[config.mk]
export PLATFORM = sky130hd
export DESIGN_NAME = hst_status_top
export DESIGN_NICKNAME = d
export VERILOG_FILES = /design/src/rtl/hst_pkg.sv /design/src/rtl/hst_rqm_timer.sv /design/src/rtl/hst_busy_track.sv /design/src/rtl/hst_seek_flags.sv /design/src/rtl/hst_status_top.sv
export SDC_FILE = /design/constraint.sdc
export NUM_CORES = 1
export LEC_CHECK = 0
export BUFFER_PORTS_ARGS = -buffer_cell sky130_fd_sc_hd__buf_2
export CORE_MARGIN = 4
export CORE_UTILIZATION = 30
export CTS_CLUSTER_SIZE = 20
export DETAILED_ROUTE_END_ITERATION = 10
export GPL_TIMING_DRIVEN = 0
export MAX_ROUTING_LAYER = met4
export PLACE_DENSITY = 0.5
export SETUP_SLACK_MARGIN = 0.3
export SLEW_MARGIN = 20
export SYNTH_ARGS = -nofsm -noshare
export SYNTH_HDL_FRONTEND = slang
export SYNTH_SLANG_ARGS = --single-unit
[constraint.sdc]
create_clock -name clk -period 2.35 [get_ports clk]
set_input_delay 0.47 -clock clk [delete_from_list [all_inputs] [get_ports clk]]
set_output_delay 0.47 -clock clk [all_outputs]
set_load 0.02 [all_outputs]
[src/rtl/hst_pkg.sv]
package hst_pkg;

   typedef enum logic [1:0] {
      PH_IDLE = 2'd0,
      PH_CMD  = 2'd1,
      PH_EXEC = 2'd2,
      PH_RES  = 2'd3
   } hst_phase_e;

   localparam int unsigned STAT_W    = 8;
   localparam int unsigned BIT_READY = 7;
   localparam int unsigned BIT_DIR   = 6;
   localparam int unsigned BIT_PIO   = 5;
   localparam int unsigned BIT_BUSY  = 4;
   localparam int unsigned SEEK_MAX  = 4;

endpackage

[src/rtl/hst_rqm_timer.sv]
module hst_rqm_timer #(
   parameter int unsigned LAT = 3
) (
   input  logic clk,
   input  logic rst_n,
   input  logic xfer_i,
   output logic rdy_o
);
   localparam int unsigned LW = (LAT > 1) ? $clog2(LAT) : 1;

   if (LAT < 1) begin : g_bad_lat
      $error("hst_rqm_timer: LAT must be at least 1");
   end

   logic rdy_q;

   if (LAT == 1) begin : g_direct
      always_ff @(posedge clk or negedge rst_n) begin
         if (!rst_n) rdy_q <= 1'b1;
         else        rdy_q <= ~xfer_i;
      end
   end else begin : g_count
      logic [LW-1:0] wait_q;
      always_ff @(posedge clk or negedge rst_n) begin
         if (!rst_n) begin
            rdy_q  <= 1'b1;
            wait_q <= '0;
         end else if (xfer_i) begin
            rdy_q  <= 1'b0;
            wait_q <= LW'(LAT - 1);
         end else if (!rdy_q) begin
            if (wait_q == '0) rdy_q <= 1'b1;
            else              wait_q <= wait_q - 1'b1;
         end
      end
   end

   assign rdy_o = rdy_q;

endmodule

[src/rtl/hst_busy_track.sv]
module hst_busy_track
   import hst_pkg::*;
#(
   parameter int unsigned CNT_W = 4
) (
   input  logic             clk,
   input  logic             rst_n,
   input  logic             wr_i,
   input  logic             rd_i,
   input  hst_phase_e       phase_i,
   input  logic [CNT_W-1:0] cmd_len_i,
   input  logic [CNT_W-1:0] res_len_i,
   output logic             busy_o,
   output logic             cmd_last_o,
   output logic             res_first_o
);
   if (CNT_W < 1) begin : g_bad_w
      $error("hst_busy_track: CNT_W must be at least 1");
   end

   logic             busy_q;
   logic             in_cmd_q;
   logic [CNT_W-1:0] cnt_q;
   logic [CNT_W-1:0] cmd_pos;
   logic [CNT_W-1:0] res_pos;
   logic             cmd_wr;
   logic             res_rd;
   logic             cmd_last;
   logic             res_last;

   // command bytes arrive in idle or command phase; a new command only
   // starts while idle, further bytes only while inside a command
   assign cmd_wr   = wr_i && (phase_i == PH_IDLE || phase_i == PH_CMD)
                     && (!busy_q || in_cmd_q);
   assign cmd_pos  = (in_cmd_q ? cnt_q : '0) + 1'b1;
   assign cmd_last = cmd_wr && (cmd_pos >= cmd_len_i);

   assign res_rd   = rd_i && (phase_i == PH_RES) && busy_q && !in_cmd_q;
   assign res_pos  = cnt_q + 1'b1;
   assign res_last = res_rd && (res_pos == res_len_i);

   always_ff @(posedge clk or negedge rst_n) begin
      if (!rst_n) begin
         busy_q   <= 1'b0;
         in_cmd_q <= 1'b0;
         cnt_q    <= '0;
      end else if (cmd_wr) begin
         if (cmd_last) begin
            busy_q   <= (res_len_i != '0);
            in_cmd_q <= 1'b0;
            cnt_q    <= '0;
         end else begin
            busy_q   <= 1'b1;
            in_cmd_q <= 1'b1;
            cnt_q    <= cmd_pos;
         end
      end else if (res_rd) begin
         if (res_last) begin
            busy_q <= 1'b0;
            cnt_q  <= '0;
         end else begin
            cnt_q  <= res_pos;
         end
      end
   end

   assign busy_o      = busy_q;
   assign cmd_last_o  = cmd_last;
   assign res_first_o = res_rd && (cnt_q == '0);

endmodule

[src/rtl/hst_seek_flags.sv]
module hst_seek_flags #(
   parameter int unsigned NDRV  = 4,
   parameter int unsigned DRV_W = 2
) (
   input  logic             clk,
   input  logic             rst_n,
   input  logic             set_i,
   input  logic [DRV_W-1:0] set_drv_i,
   input  logic             clr_i,
   input  logic [DRV_W-1:0] clr_drv_i,
   output logic [NDRV-1:0]  flags_o
);
   for (genvar d = 0; d < NDRV; d++) begin : g_drv
      logic hit_set;
      logic hit_clr;
      logic flag_q;
      assign hit_set = set_i && (set_drv_i == DRV_W'(d));
      assign hit_clr = clr_i && (clr_drv_i == DRV_W'(d));
      always_ff @(posedge clk or negedge rst_n) begin
         if (!rst_n)       flag_q <= 1'b0;
         else if (hit_set) flag_q <= 1'b1;
         else if (hit_clr) flag_q <= 1'b0;
      end
      assign flags_o[d] = flag_q;
   end

endmodule

[src/rtl/hst_status_top.sv]
module hst_status_top
   import hst_pkg::*;
#(
   parameter int unsigned NDRV  = 4,
   parameter int unsigned LAT   = 3,
   parameter int unsigned CNT_W = 4,
   localparam int unsigned DRV_W = (NDRV > 1) ? $clog2(NDRV) : 1
) (
   input  logic             clk,
   input  logic             rst_n,
   input  logic             dat_wr_i,
   input  logic             dat_rd_i,
   input  logic [1:0]       phase_i,
   input  logic [CNT_W-1:0] cmd_len_i,
   input  logic [CNT_W-1:0] res_len_i,
   input  logic             dma_mode_i,
   input  logic             xfer_to_host_i,
   input  logic             seek_cmd_i,
   input  logic [DRV_W-1:0] seek_drv_i,
   input  logic             sense_cmd_i,
   input  logic [DRV_W-1:0] sense_drv_i,
   output logic [7:0]       status_o
);
   if (NDRV < 1 || NDRV > SEEK_MAX) begin : g_bad_ndrv
      $error("hst_status_top: NDRV must be 1..4");
   end

   hst_phase_e      phase;
   logic            rqm_q;
   logic            busy;
   logic            cmd_last;
   logic            res_first;
   logic [NDRV-1:0] seek_flags;
   logic [SEEK_MAX-1:0] seek_field;
   logic            exec_ph;

   assign phase   = hst_phase_e'(phase_i);
   assign exec_ph = (phase == PH_EXEC);

   hst_rqm_timer #(.LAT(LAT)) u_rqm (
      .clk    (clk),
      .rst_n  (rst_n),
      .xfer_i (dat_wr_i | dat_rd_i),
      .rdy_o  (rqm_q)
   );

   hst_busy_track #(.CNT_W(CNT_W)) u_busy (
      .clk         (clk),
      .rst_n       (rst_n),
      .wr_i        (dat_wr_i),
      .rd_i        (dat_rd_i),
      .phase_i     (phase),
      .cmd_len_i   (cmd_len_i),
      .res_len_i   (res_len_i),
      .busy_o      (busy),
      .cmd_last_o  (cmd_last),
      .res_first_o (res_first)
   );

   hst_seek_flags #(.NDRV(NDRV), .DRV_W(DRV_W)) u_seek (
      .clk       (clk),
      .rst_n     (rst_n),
      .set_i     (cmd_last && seek_cmd_i),
      .set_drv_i (seek_drv_i),
      .clr_i     (res_first && sense_cmd_i),
      .clr_drv_i (sense_drv_i),
      .flags_o   (seek_flags)
   );

   if (NDRV < SEEK_MAX) begin : g_pad
      assign seek_field = {{(SEEK_MAX-NDRV){1'b0}}, seek_flags};
   end else begin : g_full
      assign seek_field = seek_flags;
   end

   always_comb begin
      status_o            = '0;
      status_o[BIT_READY] = rqm_q && !(exec_ph && dma_mode_i);
      status_o[BIT_DIR]   = (phase == PH_RES) || (exec_ph && xfer_to_host_i);
      status_o[BIT_PIO]   = exec_ph && !dma_mode_i;
      status_o[BIT_BUSY]  = busy;
      status_o[SEEK_MAX-1:0] = seek_field;
   end

endmodule

==> results by group <==
Setup path
  – Worst setup SP type: register
  – Worst EP required: 2.52 ns
  – CP arrival: 2.27 ns
  – CP max stage delay: 0.43 ns
  – Cell family with most CP delay: compound AO/OA/AOI/OAI gates
  – Crit path max fanout: 7
  – CP endpoint kind: register
  – Worst path bufs/invs: 1
  – Most frequent CP cell: ha_4
  – Worst-path cell with the longest stage delay: dfrtp_2
  – CP Cell Sequence: and2_4 -> ha_4 -> ha_4 -> a2111oi_4 -> or2_1 -> buf_6 -> nor2_2 -> a32o_1
  – Kind of critical path: register to register

Global routing
  – GR met2 Demand/Resource: 19.58%
  – Pin count of the biggest net entering global routing: 14
  – Initial antenna violation count: 0
  – Met1 Use GR: 15.66%
  – Vias in the first global route: 956
  – Grt ovf: 0
  – Global-route wire length before repair: 4098 µm
  – GR Layer Usage met3: 3.741%
  – GR Util All Layers: 12.57%
  – Most used routing layer: met2

Final layout
  – Multi-input logic area: 773.2 µm²
  – Area grow syn2layout: 45.44%
  – # fillers: 339
  – Fin cells: 197
  – Fin util: 46.87%
  – N_diodes: 0
  – Area occupied by registers: 331.6 µm²
  – # nets final: 184
  – Layout cells sized above 1: 49.67%

Synth
  – Top cell type's share of synthesized area: 29.56%
  – Predominant post-synthesis flop cell: dfrtp_1
  – Synthesized area: 1016 µm²
  – Syn Inst Count: 113
  – Largest cells by area after synthesis: dfrtp_1, ha_1, xnor2_1
  – Post-Syn Area per Cell: 8.991 µm²
  – Synth Register Bits: 13
  – Synth unique cells: 33
  – Post-synthesis sequential area ratio: 32.14%
  – Synth Warn #: 0
  – Commonest cells in the netlist: dfrtp_1, inv_1, nand2_1, nor2_1
  – Dominant cell type by area after synthesis: dfrtp_1
  – Number of synthesized flops with an enable pin: 0
  – Most numerous cell in the Yosys netlist: dfrtp_1
  – Asr flop ratio synth: 100.0%
  – Synth Net Count: 143

Clock tree
  – CTS tree: done
  – Root buf cell: clkbuf_4
  – Sinks on Clock Net: 13
  – Max Buffers Root-to-Sink: 2
  – Worst skew pair latency: 0.28 ns
  – Hold buffers post-CTS: 0
  – Clock Pin Slew Worst Setup and Hold Paths: 0.08 ns
  – Total CTS buffers: 3
  – H-tree depth: 1

Routing
  – Routed len/inst: 12.54 µm
  – Drt via density: 4.853
  – Antenna Violating Nets Remaining: 0
  – DRC: 0
  – Initial DRC count: 41
  – Total Wirelength: 2471 µm
  – Drt pass-1 iters: 4
  – Via count: 956

Timing
  – RSZ-0062 raised after global routing: true
  – Endpoints failing hold: 0
  – Max Clock Skew: 0.003722 ns
  – Worst hold margin: 0.06718 ns
  – Final Max Slew Viols: 0
  – Tmin final: 2.103 ns
  – Setup Total Neg Slack: 0 ns
  – Worst slew pin tran: 0.3095 ns
  – Max_slew headroom: 79.37%
  – Fmax: 475.6 MHz
  – Final worst-path cycle share: 89.48%
  – Worst setup margin: 0.2472 ns
  – Final setup violation count: 0

Floorplanning
  – Die height: 66.20 µm
  – Core footprint: 3153 µm²
  – Die width: 66.20 µm
  – Initial Utilization: 32.22%
  – Die area: 4382 µm²
  – Site row count: 20
  – # IOs: 30

Power and ir drop
  – Peak VDD IR: 309.7 µV
  – Pwr/cell area: 867.9 nW/µm²
  – Pleak: 0.6911 nW

Placed design
  – Dpl cells: 186
  – # port buffers: 29
  – Routability Congestion: 0.8103
  – Dpl ws: 0.08338 ns
  – Hpwl dp: 1889 µm

Outcome
  – Status: completed

Worst hold path
  – Hold WC Path Type: primary input to asynchronous set/reset pin

Job
  – Max-cap violations: 0
[where the power goes]
| group | switching (mW) | internal (mW) | total (mW) | leakage (nW) |
|---|---|---|---|---|
| clock network | 0.0765 | 0.0658 | 0.142 | 0.0150 |
| registers | 0.0662 | 0.290 | 0.356 | 0.153 |
| logic | 0.366 | 0.418 | 0.784 | 0.523 |
| total | 0.508 | 0.774 | 1.28 | 0.691 |
[registers in the layout, summed over array words and instances (netlist names)]
name	count
u_seek.g_drv.flag_q	4
u_busy.busy_o	1
u_rqm.rdy_o	1
u_busy.in_cmd_q	1
u_busy.cnt_q	4
u_rqm.g_count.wait_q	2
[cells by family after synthesis]
kind of cell | synth area share [%]
AO/OA/AOI/OAI | 14.41
adder cells (fa/ha/maj) | 9.853
AND/OR/NAND/NOR | 26.48
XOR/XNOR | 8.621
buffers and inverters | 8.497
flip-flops | 32.14
[layer usage]
layer	up-vias	wire length [µm]	part of all wire, %
met3	2	179	7.2
li1	475	-	-
met1	441	1079	44
met5	-	0	0
met2	38	1185	48
met4	0	27	1.1
[what timing repair did]
item	CTS	global route
resized for setup	14	10
buffers inserted	6	1
pin swaps	15	7
endpoints found under the setup margin	9	9
[layout by cell type (no fill, tap or decap), drive strengths merged, types with 2 or more instances in the layout]
cell type   n
nand2b      4
nor3b       3
nand4       2
o21a        2
o21ai       5
and2        3
nor3        5
or2         2
inv        11
a32o        2
xnor2       8
o41ai       2
buf        42
nand3       6
a21oi       2
ha          8
nand2       9
nor2        9
clkbuf      4
dfrtp      12
xor2        2
[worst paths after layout]
check	from	end	slack [ns]	depth (start not counted)
max	u_busy.in_cmd_q$_DFFE_PN0P_	u_seek.g_drv[3].flag_q$_DFFE_PN0P_	0.25	8
min	rst_n	u_seek.g_drv[2].flag_q$_DFFE_PN0P_	0.07	1
max reg2reg	u_busy.in_cmd_q$_DFFE_PN0P_	u_seek.g_drv[3].flag_q$_DFFE_PN0P_	0.25	8
min reg2reg	u_seek.g_drv[1].flag_q$_DFFE_PN0P_	u_seek.g_drv[1].flag_q$_DFFE_PN0P_	0.52	1
max in group asynchronous	rst_n	u_rqm.rdy_o$_DFF_PN1_	1.99	1
min in group clk	dat_wr_i	u_rqm.rdy_o$_DFF_PN1_	0.36	2
[area by class of cell]
class / count / share of cell area (%)
flip-flops and latches: 13 / 22.44
repair buffers: 36 / 13.63
plain buffers: 6 / 3.302
multi-input cells: 83 / 52.33
well taps: 44 / 3.726
inverters: 11 / 2.794
clock buffers: 4 / 1.778
[metrics by stage]
step	area (µm²)	power [mW]
final	1478	1.282
after global routing	1478	1.394
after CTS	1408	1.231
after detailed placement	1260	0.9524
after global placement	1260	0.9415
after floorplan	1060	0.8078
Power figures use the tool's default switching activity.
